**src/rtl/irq_arb_pkg.sv**
```systemverilog
package irq_arb_pkg;
  localparam int unsigned ADDR_W = 16;
  localparam int unsigned BYTE_W = ADDR_W / 2;
  localparam int unsigned MAX_SRC = 128;

  typedef enum logic {
    ST_IDLE = 1'b0,
    ST_REQ  = 1'b1
  } arb_st_e;
endpackage

```
**src/rtl/irq_elig.sv**
```systemverilog
module irq_elig #(
  parameter int unsigned N_SRC   = 16,
  parameter int unsigned N_FIXED = 2,
  localparam int unsigned N_MSK  = N_SRC - N_FIXED
) (
  input  logic [N_SRC-1:0] pend_i,
  input  logic [N_MSK-1:0] en_i,
  input  logic             mask_i,
  output logic [N_SRC-1:0] elig_o
);
  for (genvar k = 0; k < N_SRC; k++) begin : g_src
    if (k < N_FIXED) begin : g_fix
      assign elig_o[k] = pend_i[k];
    end else begin : g_msk
      assign elig_o[k] = pend_i[k] & en_i[k-N_FIXED] & ~mask_i;
    end
  end
endmodule

```
**src/rtl/irq_prio_enc.sv**
```systemverilog
module irq_prio_enc #(
  parameter int unsigned N_SRC = 16,
  localparam int unsigned IDX_W = $clog2(N_SRC)
) (
  input  logic [N_SRC-1:0] req_i,
  output logic             valid_o,
  output logic [IDX_W-1:0] idx_o
);
  // scan from the bottom of the order upward so the lowest index overwrites last
  always_comb begin
    valid_o = |req_i;
    idx_o   = '0;
    for (int k = N_SRC - 1; k >= 0; k--) begin
      if (req_i[k]) idx_o = IDX_W'(k);
    end
  end
endmodule

```
**src/rtl/irq_grant_ctl.sv**
```systemverilog
module irq_grant_ctl
  import irq_arb_pkg::*;
#(
  parameter int unsigned IDX_W = 4
) (
  input  logic             clk_i,
  input  logic             rst_ni,
  input  logic             valid_i,
  input  logic [IDX_W-1:0] idx_i,
  input  logic             ack_i,
  input  logic             gmask_i,
  output logic             irq_o,
  output logic [IDX_W-1:0] idx_o,
  output logic             ibit_set_o,
  output logic             hold_o
);
  arb_st_e          st_q;
  logic [IDX_W-1:0] idx_q;
  logic             ibit_q;
  logic             hold_q;
  logic             take_ack;

  assign take_ack = (st_q == ST_REQ) && ack_i;

  always_ff @(posedge clk_i or negedge rst_ni) begin
    if (!rst_ni) begin
      st_q   <= ST_IDLE;
      idx_q  <= '0;
      ibit_q <= 1'b0;
    end else begin
      ibit_q <= take_ack;
      unique case (st_q)
        ST_IDLE: if (valid_i) begin
          idx_q <= idx_i;
          st_q  <= ST_REQ;
        end
        ST_REQ: if (ack_i) st_q <= ST_IDLE;
        default: st_q <= ST_IDLE;
      endcase
    end
  end

  // block maskable slots after ack until the CPU mask is seen high
  always_ff @(posedge clk_i or negedge rst_ni) begin
    if (!rst_ni)       hold_q <= 1'b0;
    else if (take_ack) hold_q <= 1'b1;
    else if (gmask_i)  hold_q <= 1'b0;
  end

  assign irq_o      = (st_q == ST_REQ);
  assign idx_o      = idx_q;
  assign ibit_set_o = ibit_q;
  assign hold_o     = hold_q;

  p_req_hold_r7: assert property (@(posedge clk_i) disable iff (!rst_ni)
    (irq_o && !ack_i) |=> (irq_o && $stable(idx_o)));

  p_ack_drop_r8: assert property (@(posedge clk_i) disable iff (!rst_ni)
    (irq_o && ack_i) |=> (!irq_o && ibit_set_o));

  p_ibit_single_r8: assert property (@(posedge clk_i) disable iff (!rst_ni)
    ibit_set_o |=> !ibit_set_o);

  p_stray_ack_r10: assert property (@(posedge clk_i) disable iff (!rst_ni)
    (!irq_o && ack_i) |=> !ibit_set_o);
endmodule

```
**src/rtl/irq_vec_arb.sv**
```systemverilog
module irq_vec_arb
  import irq_arb_pkg::*;
#(
  parameter int unsigned       N_SRC   = 16,
  parameter int unsigned       N_FIXED = 2,
  parameter logic [ADDR_W-1:0] VEC_TOP = 16'hFFFE
) (
  input  logic              clk_i,
  input  logic              rst_ni,
  input  logic [N_SRC-1:0]  pend_i,
  input  logic [N_SRC-1:0]  en_i,
  input  logic              gmask_i,
  input  logic              ack_i,
  input  logic              byte_sel_i,
  output logic              irq_o,
  output logic [ADDR_W-1:0] vec_o,
  output logic [BYTE_W-1:0] vec_byte_o,
  output logic              ibit_set_o
);
  localparam int unsigned IDX_W = $clog2(N_SRC);
  localparam int unsigned PAD_W = ADDR_W - IDX_W - 1;
  localparam logic [ADDR_W-1:0] VEC_LOW = VEC_TOP - ADDR_W'(2 * (N_SRC - 1));

  logic [N_SRC-1:0] elig;
  logic             enc_valid;
  logic [IDX_W-1:0] enc_idx;
  logic [IDX_W-1:0] grant_idx;
  logic             hold;
  logic             mask_eff;

  assign mask_eff = gmask_i | hold;

  irq_elig #(
    .N_SRC  (N_SRC),
    .N_FIXED(N_FIXED)
  ) u_elig (
    .pend_i(pend_i),
    .en_i  (en_i[N_SRC-1:N_FIXED]),
    .mask_i(mask_eff),
    .elig_o(elig)
  );

  irq_prio_enc #(
    .N_SRC(N_SRC)
  ) u_enc (
    .req_i  (elig),
    .valid_o(enc_valid),
    .idx_o  (enc_idx)
  );

  irq_grant_ctl #(
    .IDX_W(IDX_W)
  ) u_ctl (
    .clk_i     (clk_i),
    .rst_ni    (rst_ni),
    .valid_i   (enc_valid),
    .idx_i     (enc_idx),
    .ack_i     (ack_i),
    .gmask_i   (gmask_i),
    .irq_o     (irq_o),
    .idx_o     (grant_idx),
    .ibit_set_o(ibit_set_o),
    .hold_o    (hold)
  );

  assign vec_o      = VEC_TOP - {{PAD_W{1'b0}}, grant_idx, 1'b0};
  assign vec_byte_o = byte_sel_i ? vec_o[BYTE_W-1:0] : vec_o[ADDR_W-1:BYTE_W];

  // one-cycle delayed copies of the inputs, used only by the checks below
  logic [N_SRC-1:0] pend_d;
  logic [N_SRC-1:0] en_d;
  logic             mask_d;

  always_ff @(posedge clk_i or negedge rst_ni) begin
    if (!rst_ni) begin
      pend_d <= '0;
      en_d   <= '0;
      mask_d <= 1'b1;
    end else begin
      pend_d <= pend_i;
      en_d   <= en_i;
      mask_d <= mask_eff;
    end
  end

  p_grant_pending_r2: assert property (@(posedge clk_i) disable iff (!rst_ni)
    $rose(irq_o) |-> pend_d[grant_idx]);

  // also covers R9: mask_d includes the post-acknowledge block
  p_mask_gate_r4: assert property (@(posedge clk_i) disable iff (!rst_ni)
    ($rose(irq_o) && (32'(grant_idx) >= N_FIXED)) |-> (en_d[grant_idx] && !mask_d));

  p_fixed_wins_r3: assert property (@(posedge clk_i) disable iff (!rst_ni)
    (!irq_o && (|pend_i[N_FIXED-1:0])) |=> (irq_o && (32'(grant_idx) < N_FIXED)));

  p_vec_align_r5: assert property (@(posedge clk_i) disable iff (!rst_ni)
    irq_o |-> (!vec_o[0] && vec_o <= VEC_TOP && vec_o >= VEC_LOW));
endmodule

```
**config.mk**
```make
export PLATFORM = sky130hd
export DESIGN_NAME = irq_vec_arb
export DESIGN_NICKNAME = d
export VERILOG_FILES = /design/src/rtl/irq_arb_pkg.sv /design/src/rtl/irq_elig.sv /design/src/rtl/irq_prio_enc.sv /design/src/rtl/irq_grant_ctl.sv /design/src/rtl/irq_vec_arb.sv
export SDC_FILE = /design/constraint.sdc
export NUM_CORES = 1
export LEC_CHECK = 0
export CORE_AREA = 2 2 50 52
export CTS_CLUSTER_SIZE = 28
export DETAILED_ROUTE_END_ITERATION = 8
export DIE_AREA = 0 0 52 54
export PLACE_DENSITY = 0.81
export SLEW_MARGIN = 20
export SYNTH_ARGS = -nofsm -noshare
export SYNTH_HDL_FRONTEND = slang
export SYNTH_SLANG_ARGS = --single-unit
```
**constraint.sdc**
```tcl
create_clock -name clk_i -period 2.73 [get_ports clk_i]
set_input_delay 0.273 -clock clk_i [delete_from_list [all_inputs] [get_ports clk_i]]
set_output_delay 0.273 -clock clk_i [all_outputs]
set_load 0.005 [all_outputs]
```
==> flow_summary.html, run 1 <==
<table>
<tr><th>Metric</th><th>Value</th></tr>
<tr><th colspan="2">Status</th></tr>
<tr><td>Status</td><td>finished, final reports clean</td></tr>
<tr><th colspan="2">Global routing</th></tr>
<tr><td>Number of antenna violations at the first check in global routing</td><td>0</td></tr>
<tr><td>Wire length of the first global-routing pass</td><td>between 2000 and 3000 µm</td></tr>
<tr><td>Met1 track utilization from global routing</td><td>13.07%</td></tr>
<tr><td>Number of global-route vias before repair</td><td>about 700</td></tr>
<tr><td>Met2 usage</td><td>between 20% and 30%</td></tr>
<tr><td>Maximum number of pins on one net before global-route repair</td><td>10</td></tr>
<tr><td>Remaining global-route overflow</td><td>0</td></tr>
<tr><td>Total global routing track utilization</td><td>13.36%</td></tr>
<tr><td>Highest-utilization routing layer at the global route stage</td><td>met2</td></tr>
<tr><td>Met3 demand-to-capacity share in global routing</td><td>~2.5%</td></tr>
<tr><th colspan="2">Clock tree</th></tr>
<tr><td>CTS max path bufs</td><td>2</td></tr>
<tr><td>Clock-pin slew on the worst setup and hold paths</td><td>50 ps</td></tr>
<tr><td>Clock net sink count</td><td>7</td></tr>
<tr><td>Number of cells upsized or downsized after cts</td><td>0</td></tr>
<tr><td>Buffer type at the clock tree root</td><td>clkbuf_4</td></tr>
<tr><td>Inserted Clock Buffers</td><td>3</td></tr>
<tr><td>Number of buffers inserted to repair setup after CTS</td><td>0</td></tr>
<tr><td>TritonCTS clock tree</td><td>done</td></tr>
<tr><td>Number of H-tree levels</td><td>1</td></tr>
<tr><td>Post-cts hold buffer count</td><td>0</td></tr>
<tr><td>Clock latency on the worst-skew pair</td><td>260 ps</td></tr>
<tr><th colspan="2">Setup path</th></tr>
<tr><td>Critical path's largest stage delay</td><td>560 ps</td></tr>
<tr><td>Element type at the critical path start</td><td>input pin</td></tr>
<tr><td>Category of the critical setup timing path</td><td>input pin to flip-flop</td></tr>
<tr><td>Category of cells accounting for the largest share of critical-path delay</td><td>compound AO/OA/AOI/OAI gates</td></tr>
<tr><td>Count of buffering cells on the critical path with inverters included</td><td>1</td></tr>
<tr><td>R2r startpoint</td><td>u_ctl.hold_o$_DFFE_PN0P_</td></tr>
<tr><td>Worst path cell trace</td><td>clkdlybuf4s50_1 &gt; or2_1 &gt; a31oi_2 &gt; o41ai_4 &gt; a211oi_1 &gt; a21o_1</td></tr>
<tr><td>Reg2Reg Setup Slack</td><td>1010 ps</td></tr>
<tr><td>Critical-path top delay cell</td><td>o41ai_4</td></tr>
<tr><td>Worst EP required</td><td>2880 ps</td></tr>
<tr><td>Kind of end point of the critical path</td><td>flip-flop</td></tr>
<tr><td>Worst endpoint data arrival time</td><td>2040 ps</td></tr>
<tr><td>Number of cells on the worst reg-to-reg path</td><td>5</td></tr>
<tr><td>Critical Path Fanout Max</td><td>9</td></tr>
<tr><td>Worst reg2reg endpoint</td><td>u_ctl.idx_o[2]$_DFFE_PN0P_</td></tr>
<tr><th colspan="2">Floorplan</th></tr>
<tr><td>Top-level I/O count</td><td>63</td></tr>
<tr><td>CORE AREA</td><td>2320 µm²</td></tr>
<tr><td>Area of the die</td><td>2808 µm²</td></tr>
<tr><td>Initial core utilization</td><td>30.47%</td></tr>
<tr><td>Standard-cell row count</td><td>18</td></tr>
<tr><td>DIE HEIGHT</td><td>54 µm</td></tr>
<tr><td>Die extent in x</td><td>52 µm</td></tr>
<tr><th colspan="2">Logic synthesis</th></tr>
<tr><td>Synth warn</td><td>0</td></tr>
<tr><td>Number of unique standard cell types used by synthesis</td><td>30</td></tr>
<tr><td>Mapped Area</td><td>706.9 µm²</td></tr>
<tr><td>Fraction of synthesis flops using an asynchronous set or reset pin</td><td>100.0%</td></tr>
<tr><td>Number of storage elements in the synthesis netlist</td><td>7</td></tr>
<tr><td>Mapped Avg Cell Area</td><td>approximately 7.9 µm²</td></tr>
<tr><td>Post-synthesis sequential area ratio</td><td>approximately a quarter</td></tr>
<tr><td>Most frequently used flop master after synthesis</td><td>dfrtp_1</td></tr>
<tr><td>Instance count of the mapped netlist</td><td>89</td></tr>
<tr><td>Count of flip-flops with a built-in enable after synthesis</td><td>0</td></tr>
<tr><th colspan="2">Final layout</th></tr>
<tr><td>Diodes inserted</td><td>0</td></tr>
<tr><td>Area of the multi-input gates</td><td>434.2 µm²</td></tr>
<tr><td>Fraction of the core area covered by cells at the end of the flow</td><td>49.57%</td></tr>
<tr><td>Nets@finish</td><td>173</td></tr>
<tr><td>Most common cell after layout, fill and taps aside</td><td>clkdlybuf4s50_1</td></tr>
<tr><td>Area growth syn-to-layout</td><td>62.65%</td></tr>
<tr><td>Finished layout cell area</td><td>1150 µm²</td></tr>
<tr><td>FF/Latch Area</td><td>175.2 µm²</td></tr>
<tr><td>Fillers</td><td>237</td></tr>
<tr><td>Most frequent cells in the layout</td><td>clkdlybuf4s50_1 (45), nand2_1 (17), conb_1 (15), inv_1 (7), dfrtp_1 (7)</td></tr>
<tr><td>Final Non-Filler Cells</td><td>between 150 and 200</td></tr>
<tr><td>Share of layout cells above drive strength 1</td><td>about a tenth</td></tr>
<tr><th colspan="2">Drt</th></tr>
<tr><td>Violation count after the first detailed-route iteration</td><td>14</td></tr>
<tr><td>Avg WL per Cell</td><td>10.90 µm</td></tr>
<tr><td>Number of search-and-repair iterations in the first detailed-routing pass</td><td>4</td></tr>
<tr><td>Detailed-route wire length</td><td>1799 µm</td></tr>
<tr><td>Via/cell ratio</td><td>roughly 4.6</td></tr>
<tr><td>Remaining routing DRC violations</td><td>0</td></tr>
<tr><td>Number of vias in the routed layout</td><td>767</td></tr>
<tr><td>Final ANT Viol Nets</td><td>0</td></tr>
<tr><th colspan="2">Timing</th></tr>
<tr><td>Shortest clock period the worst path allows after layout</td><td>~1900 ps</td></tr>
<tr><td>Worst setup slack after layout</td><td>around 830 ps</td></tr>
<tr><td>Final hold viol count</td><td>0</td></tr>
<tr><td>Unrepaired setup endpoints after global routing</td><td>no</td></tr>
<tr><td>Count of pins over their slew limit</td><td>0</td></tr>
<tr><td>Upper clock frequency limit</td><td>527.3 MHz</td></tr>
<tr><td>Portion of the clock cycle consumed by the worst path in the final layout</td><td>69.46%</td></tr>
<tr><td>Sum of negative setup slack</td><td>0 ps</td></tr>
<tr><td>Number of setup violations in the final report</td><td>0</td></tr>
<tr><td>Clk_skew</td><td>2.059 ps</td></tr>
<tr><td>Post-Route Hold Slack</td><td>262.4 ps</td></tr>
<tr><th colspan="2">Power and ir drop</th></tr>
<tr><td>Total power consumption of the routed design</td><td>0.5655 mW</td></tr>
<tr><td>Power per standard cell area</td><td>491.8 nW/µm²</td></tr>
<tr><td>Peak supply drop</td><td>0.2454 mV</td></tr>
<tr><td>Leakage</td><td>0.4889 nW</td></tr>
<tr><th colspan="2">Placed design</th></tr>
<tr><td>Final HPWL from detailed placement</td><td>1612 µm</td></tr>
<tr><td>Post-DP Area</td><td>1124 µm²</td></tr>
<tr><td>Final estimated routing congestion in global placement</td><td>0.7576</td></tr>
<tr><td>Dpl cells</td><td>approximately 160</td></tr>
<tr><td>Port Buffers</td><td>45</td></tr>
<tr><td>DP Worst Slack</td><td>583.9 ps</td></tr>
<tr><th colspan="2">Job</th></tr>
<tr><td>Number of violations of the max-capacitance limit</td><td>0</td></tr>
<tr><th colspan="2">Worst hold path</th></tr>
<tr><td>Path category of the worst min-delay check</td><td>input pin to asynchronous set/reset pin</td></tr>
</table>
==> worst max path at each step <==
stage | from | to | slack (ps) | depth (start not counted)
6_report | gmask_i | u_ctl.idx_o[2]$_DFFE_PN0P_ | 830 | 6
5_1_grt | gmask_i | u_ctl.idx_o[1]$_DFFE_PN0P_ | 720 | 6
4_1_cts | gmask_i | u_ctl.idx_o[1]$_DFFE_PN0P_ | 850 | 6
3_5_place_dp | gmask_i | u_ctl.idx_o[1]$_DFFE_PN0P_ | 580 | 6
3_3_place_gp | gmask_i | u_ctl.idx_o[2]$_DFFE_PN0P_ | 600 | 6
2_1_floorplan | u_ctl.hold_o$_DFFE_PN0P_ | u_ctl.idx_o[1]$_DFFE_PN0P_ | 1240 | 6
==> registers in the layout, indices dropped and copies added, names as in the netlist <==
signal	cells
u_ctl.ibit_set_o	1
u_ctl.idx_o	4
u_ctl.irq_o	1
u_ctl.hold_o	1
==> synthesized netlist by cell type (2+ instances only) <==
master | count | share of area [%]
a21o_1 | 2 | 2.1
a21oi_1 | 3 | 2.1
a22oi_1 | 2 | 2.1
a22oi_2 | 2 | 3.5
a31oi_1 | 3 | 2.7
a31oi_2 | 2 | 3.5
a32oi_1 | 2 | 2.5
buf_4 | 16 | 17
conb_1 | 2 | 1.1
dfrtp_1 | 7 | 25
inv_1 | 7 | 3.7
nand2_1 | 17 | 9.0
nor2_1 | 4 | 2.1
o211ai_1 | 2 | 2.1
o21ai_0 | 3 | 2.1
==> layer usage <==
| metal | wire length (µm) | vias to the layer above | part of all wire (%) |
|---|---|---|---|
| met5 | 0 | - | 0 |
| met4 | 42 | 0 | 2.3 |
| met3 | 143 | 5 | 7.9 |
| met2 | 932 | 40 | 52 |
| met1 | 680 | 343 | 38 |
| li1 | - | 379 | - |
==> where the power goes <==
| part | leakage [nW] | total (mW) | internal [mW] | switching (mW) |
|---|---|---|---|---|
| clock network | 0.0150 | 0.0949 | 0.0558 | 0.0391 |
| registers | 0.0894 | 0.164 | 0.141 | 0.0237 |
| logic | 0.385 | 0.306 | 0.178 | 0.128 |
==> kinds of logic (layout without fill, tap and decap cells) <==
family | after synthesis | after routing | share of synthesized area (%)
and+or+nand+nor | 26 | 26 | 16.28
buffers and inverters | 23 | 56 | 20.71
other | 2 | 15 | 1.062
AOI/OAI and AO/OA | 31 | 31 | 37.17
DFF | 7 | 7 | 24.78
==> cell type report <==
cell class                      instances  share of cell area (%)
Clock buffer                            4                   2.285
Inverter                                7                   2.285
Multi-Input combinational cell         72                   37.76
Sequential cell                         7                   15.23
Tap cell                               30                   3.264
Timing Repair Buffer                   45                   39.17
Note: power is estimated with default switching activity, not from simulation.
==> run 2: changes to the inputs <==
--- a/config.mk
+++ b/config.mk
@@ -5,11 +5,11 @@
 export SDC_FILE = /design/constraint.sdc
 export NUM_CORES = 1
 export LEC_CHECK = 0
-export CORE_AREA = 2 2 50 52
+export CORE_AREA = 2 2 51 53
 export CTS_CLUSTER_SIZE = 28
 export DETAILED_ROUTE_END_ITERATION = 8
-export DIE_AREA = 0 0 52 54
-export PLACE_DENSITY = 0.81
+export DIE_AREA = 0 0 53 55
+export PLACE_DENSITY = 0.78
 export SLEW_MARGIN = 20
 export SYNTH_ARGS = -nofsm -noshare
 export SYNTH_HDL_FRONTEND = slang
==> constraint.sdc (replaced) <==
create_clock -name clk_i -period 1.9 [get_ports clk_i]
set_input_delay 0.19 -clock clk_i [delete_from_list [all_inputs] [get_ports clk_i]]
set_output_delay 0.19 -clock clk_i [all_outputs]
set_load 0.005 [all_outputs]
==> flow_summary.html, run 2 (same netlist as run 1, synthesis figures left out) <==
<table>
<tr><th>Metric</th><th>Value</th></tr>
<tr><th colspan="2">Drt</th></tr>
<tr><td>Detailed-route wire length</td><td>1838 µm (was 1799 µm)</td></tr>
<tr><td>Remaining routing DRC violations</td><td>0 (unchanged)</td></tr>
<tr><td>Final ANT Viol Nets</td><td>0 (unchanged)</td></tr>
<tr><td>Number of vias in the routed layout</td><td>776 (was 767)</td></tr>
<tr><td>Via/cell ratio</td><td>4.460 (was 4.648)</td></tr>
<tr><td>Violation count after the first detailed-route iteration</td><td>7 (was 14)</td></tr>
<tr><td>Avg WL per Cell</td><td>10.56 µm (was 10.90 µm)</td></tr>
<tr><td>Number of search-and-repair iterations in the first detailed-routing pass</td><td>4 (unchanged)</td></tr>
<tr><th colspan="2">Placed design</th></tr>
<tr><td>Final estimated routing congestion in global placement</td><td>0.7723 (was 0.7576)</td></tr>
<tr><td>Final HPWL from detailed placement</td><td>1646 µm (was 1612 µm)</td></tr>
<tr><td>Port Buffers</td><td>45 (unchanged)</td></tr>
<tr><th colspan="2">Clock tree</th></tr>
<tr><td>Number of buffers inserted to repair setup after CTS</td><td>0 (unchanged)</td></tr>
<tr><td>CTS max path bufs</td><td>2 (unchanged)</td></tr>
<tr><td>Number of cells upsized or downsized after cts</td><td>0 (unchanged)</td></tr>
<tr><td>Inserted Clock Buffers</td><td>3 (unchanged)</td></tr>
<tr><td>Clock net sink count</td><td>7 (unchanged)</td></tr>
<tr><td>Clock latency on the worst-skew pair</td><td>250 ps (was 260 ps)</td></tr>
<tr><td>Post-cts hold buffer count</td><td>0 (unchanged)</td></tr>
<tr><td>Clock-pin slew on the worst setup and hold paths</td><td>50 ps (about the same)</td></tr>
<tr><td>Buffer type at the clock tree root</td><td>clkbuf_4 (unchanged)</td></tr>
<tr><td>TritonCTS clock tree</td><td>done (unchanged)</td></tr>
<tr><td>Number of H-tree levels</td><td>1 (unchanged)</td></tr>
<tr><th colspan="2">Floorplan</th></tr>
<tr><td>DIE HEIGHT</td><td>55 µm (was 54 µm)</td></tr>
<tr><td>Initial core utilization</td><td>29.89% (was 30.47%)</td></tr>
<tr><td>Standard-cell row count</td><td>18 (unchanged)</td></tr>
<tr><td>CORE AREA</td><td>2365 µm² (was 2320 µm²)</td></tr>
<tr><td>Top-level I/O count</td><td>63 (unchanged)</td></tr>
<tr><td>Die extent in x</td><td>53 µm (was 52 µm)</td></tr>
<tr><td>Area of the die</td><td>2915 µm² (was 2808 µm²)</td></tr>
<tr><th colspan="2">Setup path</th></tr>
<tr><td>Kind of end point of the critical path</td><td>flip-flop (unchanged)</td></tr>
<tr><td>Critical-path top delay cell</td><td>o41ai_4 (unchanged)</td></tr>
<tr><td>Worst EP required</td><td>2050 ps (was 2880 ps)</td></tr>
<tr><td>Critical Path Fanout Max</td><td>8 (was 9)</td></tr>
<tr><td>Worst path cell trace</td><td>clkdlybuf4s50_1 &gt; or2_1 &gt; a31oi_2 &gt; o41ai_4 &gt; buf_4 &gt; nand2_1 &gt; o31ai_1 (was clkdlybuf4s50_1 &gt; or2_1 &gt; a31oi_2 &gt; o41ai_4 &gt; a211oi_1 &gt; a21o_1)</td></tr>
<tr><td>Worst endpoint data arrival time</td><td>1840 ps (was 2040 ps)</td></tr>
<tr><td>Element type at the critical path start</td><td>input pin (unchanged)</td></tr>
<tr><td>Category of the critical setup timing path</td><td>input pin to flip-flop (unchanged)</td></tr>
<tr><td>Critical path's largest stage delay</td><td>480 ps (was 560 ps)</td></tr>
<tr><th colspan="2">Timing</th></tr>
<tr><td>Number of setup violations in the final report</td><td>0 (unchanged)</td></tr>
<tr><td>Clk_skew</td><td>0.7479 ps (was 2.059 ps)</td></tr>
<tr><td>Count of pins over their slew limit</td><td>0 (unchanged)</td></tr>
<tr><td>Final hold viol count</td><td>0 (unchanged)</td></tr>
<tr><td>Shortest clock period the worst path allows after layout</td><td>roughly 1700 ps</td></tr>
<tr><td>Sum of negative setup slack</td><td>0 ps (unchanged)</td></tr>
<tr><td>Upper clock frequency limit</td><td>between 500 and 600 MHz</td></tr>
<tr><td>Unrepaired setup endpoints after global routing</td><td>no (unchanged)</td></tr>
<tr><td>Portion of the clock cycle consumed by the worst path in the final layout</td><td>89.20%</td></tr>
<tr><th colspan="2">Global routing</th></tr>
<tr><td>Number of global-route vias before repair</td><td>754 (was 695)</td></tr>
<tr><td>Total global routing track utilization</td><td>13.06% (was 13.36%)</td></tr>
<tr><td>Number of antenna violations at the first check in global routing</td><td>0 (unchanged)</td></tr>
<tr><td>Remaining global-route overflow</td><td>0 (unchanged)</td></tr>
<tr><td>Wire length of the first global-routing pass</td><td>2835 µm (was 2780 µm)</td></tr>
<tr><td>Maximum number of pins on one net before global-route repair</td><td>9 (was 10)</td></tr>
<tr><th colspan="2">Power and ir drop</th></tr>
<tr><td>Power per standard cell area</td><td>692.9 nW/µm² (was 491.8 nW/µm²)</td></tr>
<tr><td>Leakage</td><td>0.5309 nW (was 0.4889 nW)</td></tr>
<tr><td>Peak supply drop</td><td>0.3325 mV (was 0.2454 mV)</td></tr>
<tr><th colspan="2">Status</th></tr>
<tr><td>Status</td><td>finished, final reports clean (unchanged)</td></tr>
<tr><th colspan="2">Final layout</th></tr>
<tr><td>Number of flip-flops in the largest register</td><td>4 (unchanged)</td></tr>
<tr><td>Area growth syn-to-layout</td><td>72.21% (was 62.65%)</td></tr>
<tr><td>Diodes inserted</td><td>0 (unchanged)</td></tr>
<tr><td>Fillers</td><td>241 (was 237)</td></tr>
<tr><td>Most common cell after layout, fill and taps aside</td><td>clkdlybuf4s50_1 (unchanged)</td></tr>
<tr><td>Most frequent cells in the layout</td><td>clkdlybuf4s50_1 (45), nand2_1 (17), conb_1 (15), buf_4 (9) (was clkdlybuf4s50_1 (45), nand2_1 (17), conb_1 (15), inv_1 (7), dfrtp_1 (7))</td></tr>
<tr><td>Share of layout cells above drive strength 1</td><td>15.28% (was 9.630%)</td></tr>
<tr><td>Nets@finish</td><td>182 (was 173)</td></tr>
<tr><td>Fraction of the core area covered by cells at the end of the flow</td><td>51.48% (was 49.57%)</td></tr>
<tr><th colspan="2">Job</th></tr>
<tr><td>Number of violations of the max-capacitance limit</td><td>0 (unchanged)</td></tr>
<tr><th colspan="2">Worst hold path</th></tr>
<tr><td>Path category of the worst min-delay check</td><td>input pin to asynchronous set/reset pin (unchanged)</td></tr>
</table>
[run 2: critical path: cells and delay by family]
kind	cells	cell delay (ps)
AO/OA/AOI/OAI	3	650
buffers and inverters	2	670
AND/OR/NAND/NOR	2	340
[run 2: final timing paths]
path                                            startpoint                          to  slack (ps)  depth (start not counted)
min in group clk_i              u_ctl.idx_o[2]$_DFFE_PN0P_  u_ctl.idx_o[2]$_DFFE_PN0P_         500                          1
max in group asynchronous                           rst_ni  u_ctl.idx_o[0]$_DFFE_PN0P_        1480                          1
worst max register to register    u_ctl.hold_o$_DFFE_PN0P_  u_ctl.idx_o[1]$_DFFE_PN0P_         240                          5
worst min-delay path                                rst_ni       u_ctl.irq_o$_DFF_PN0_         190                          1
worst max-delay path                               gmask_i  u_ctl.idx_o[0]$_DFFE_PN0P_         210                          7
worst min register to register  u_ctl.idx_o[2]$_DFFE_PN0P_  u_ctl.idx_o[2]$_DFFE_PN0P_         500                          1
[run 2: per-stage QoR]
stage / cells / total power [mW] / setup slack [ps] / hold slack, ps / instance area, µm²
floorplan: 102 / 0.4702 / 410.9 / -105.6 / 755.7
detailed placement: 170 / 0.7157 / -35.92 / 467.5 / 1191
global route: 174 / 0.9141 / 110.5 / 211.4 / 1217
CTS: 174 / 0.8545 / 203.9 / 196.8 / 1217
finish: 174 / 0.8435 / 205.2 / 193.4 / 1217
global placement: 170 / 0.7030 / -20.38 / 457.4 / 1191
[run 2: cell type report]
class / count / area, µm² / share of cell area [%]
tap: 30 / 37.54 / 3.083
inverter: 7 / 26.28 / 2.158
multi-input combinational: 72 / 434.2 / 35.66
clock buffer: 4 / 26.28 / 2.158
sequential: 7 / 175.2 / 14.39
timing repair buffer: 54 / 518.0 / 42.55
[run 2: metal layers]
| metal | up-vias | track usage [%] | part of all wire, % |
|---|---|---|---|
| li1 | 394 | - | - |
| met1 | 342 | 12.09 | 37 |
| met2 | 40 | 28.13 | 55 |
| met3 | 0 | 1.344 | 8.3 |
| met4 | 0 | 5.983 | 0 |
| met5 | - | 0 | 0 |
[run 2: power breakdown]
part / internal (mW) / leakage, nW / total (mW) / switching [mW]
logic: 0.284 / 0.426 / 0.476 / 0.192
clock network: 0.0799 / 0.0150 / 0.132 / 0.0517
registers: 0.202 / 0.0894 / 0.236 / 0.0337
total: 0.566 / 0.531 / 0.844 / 0.277
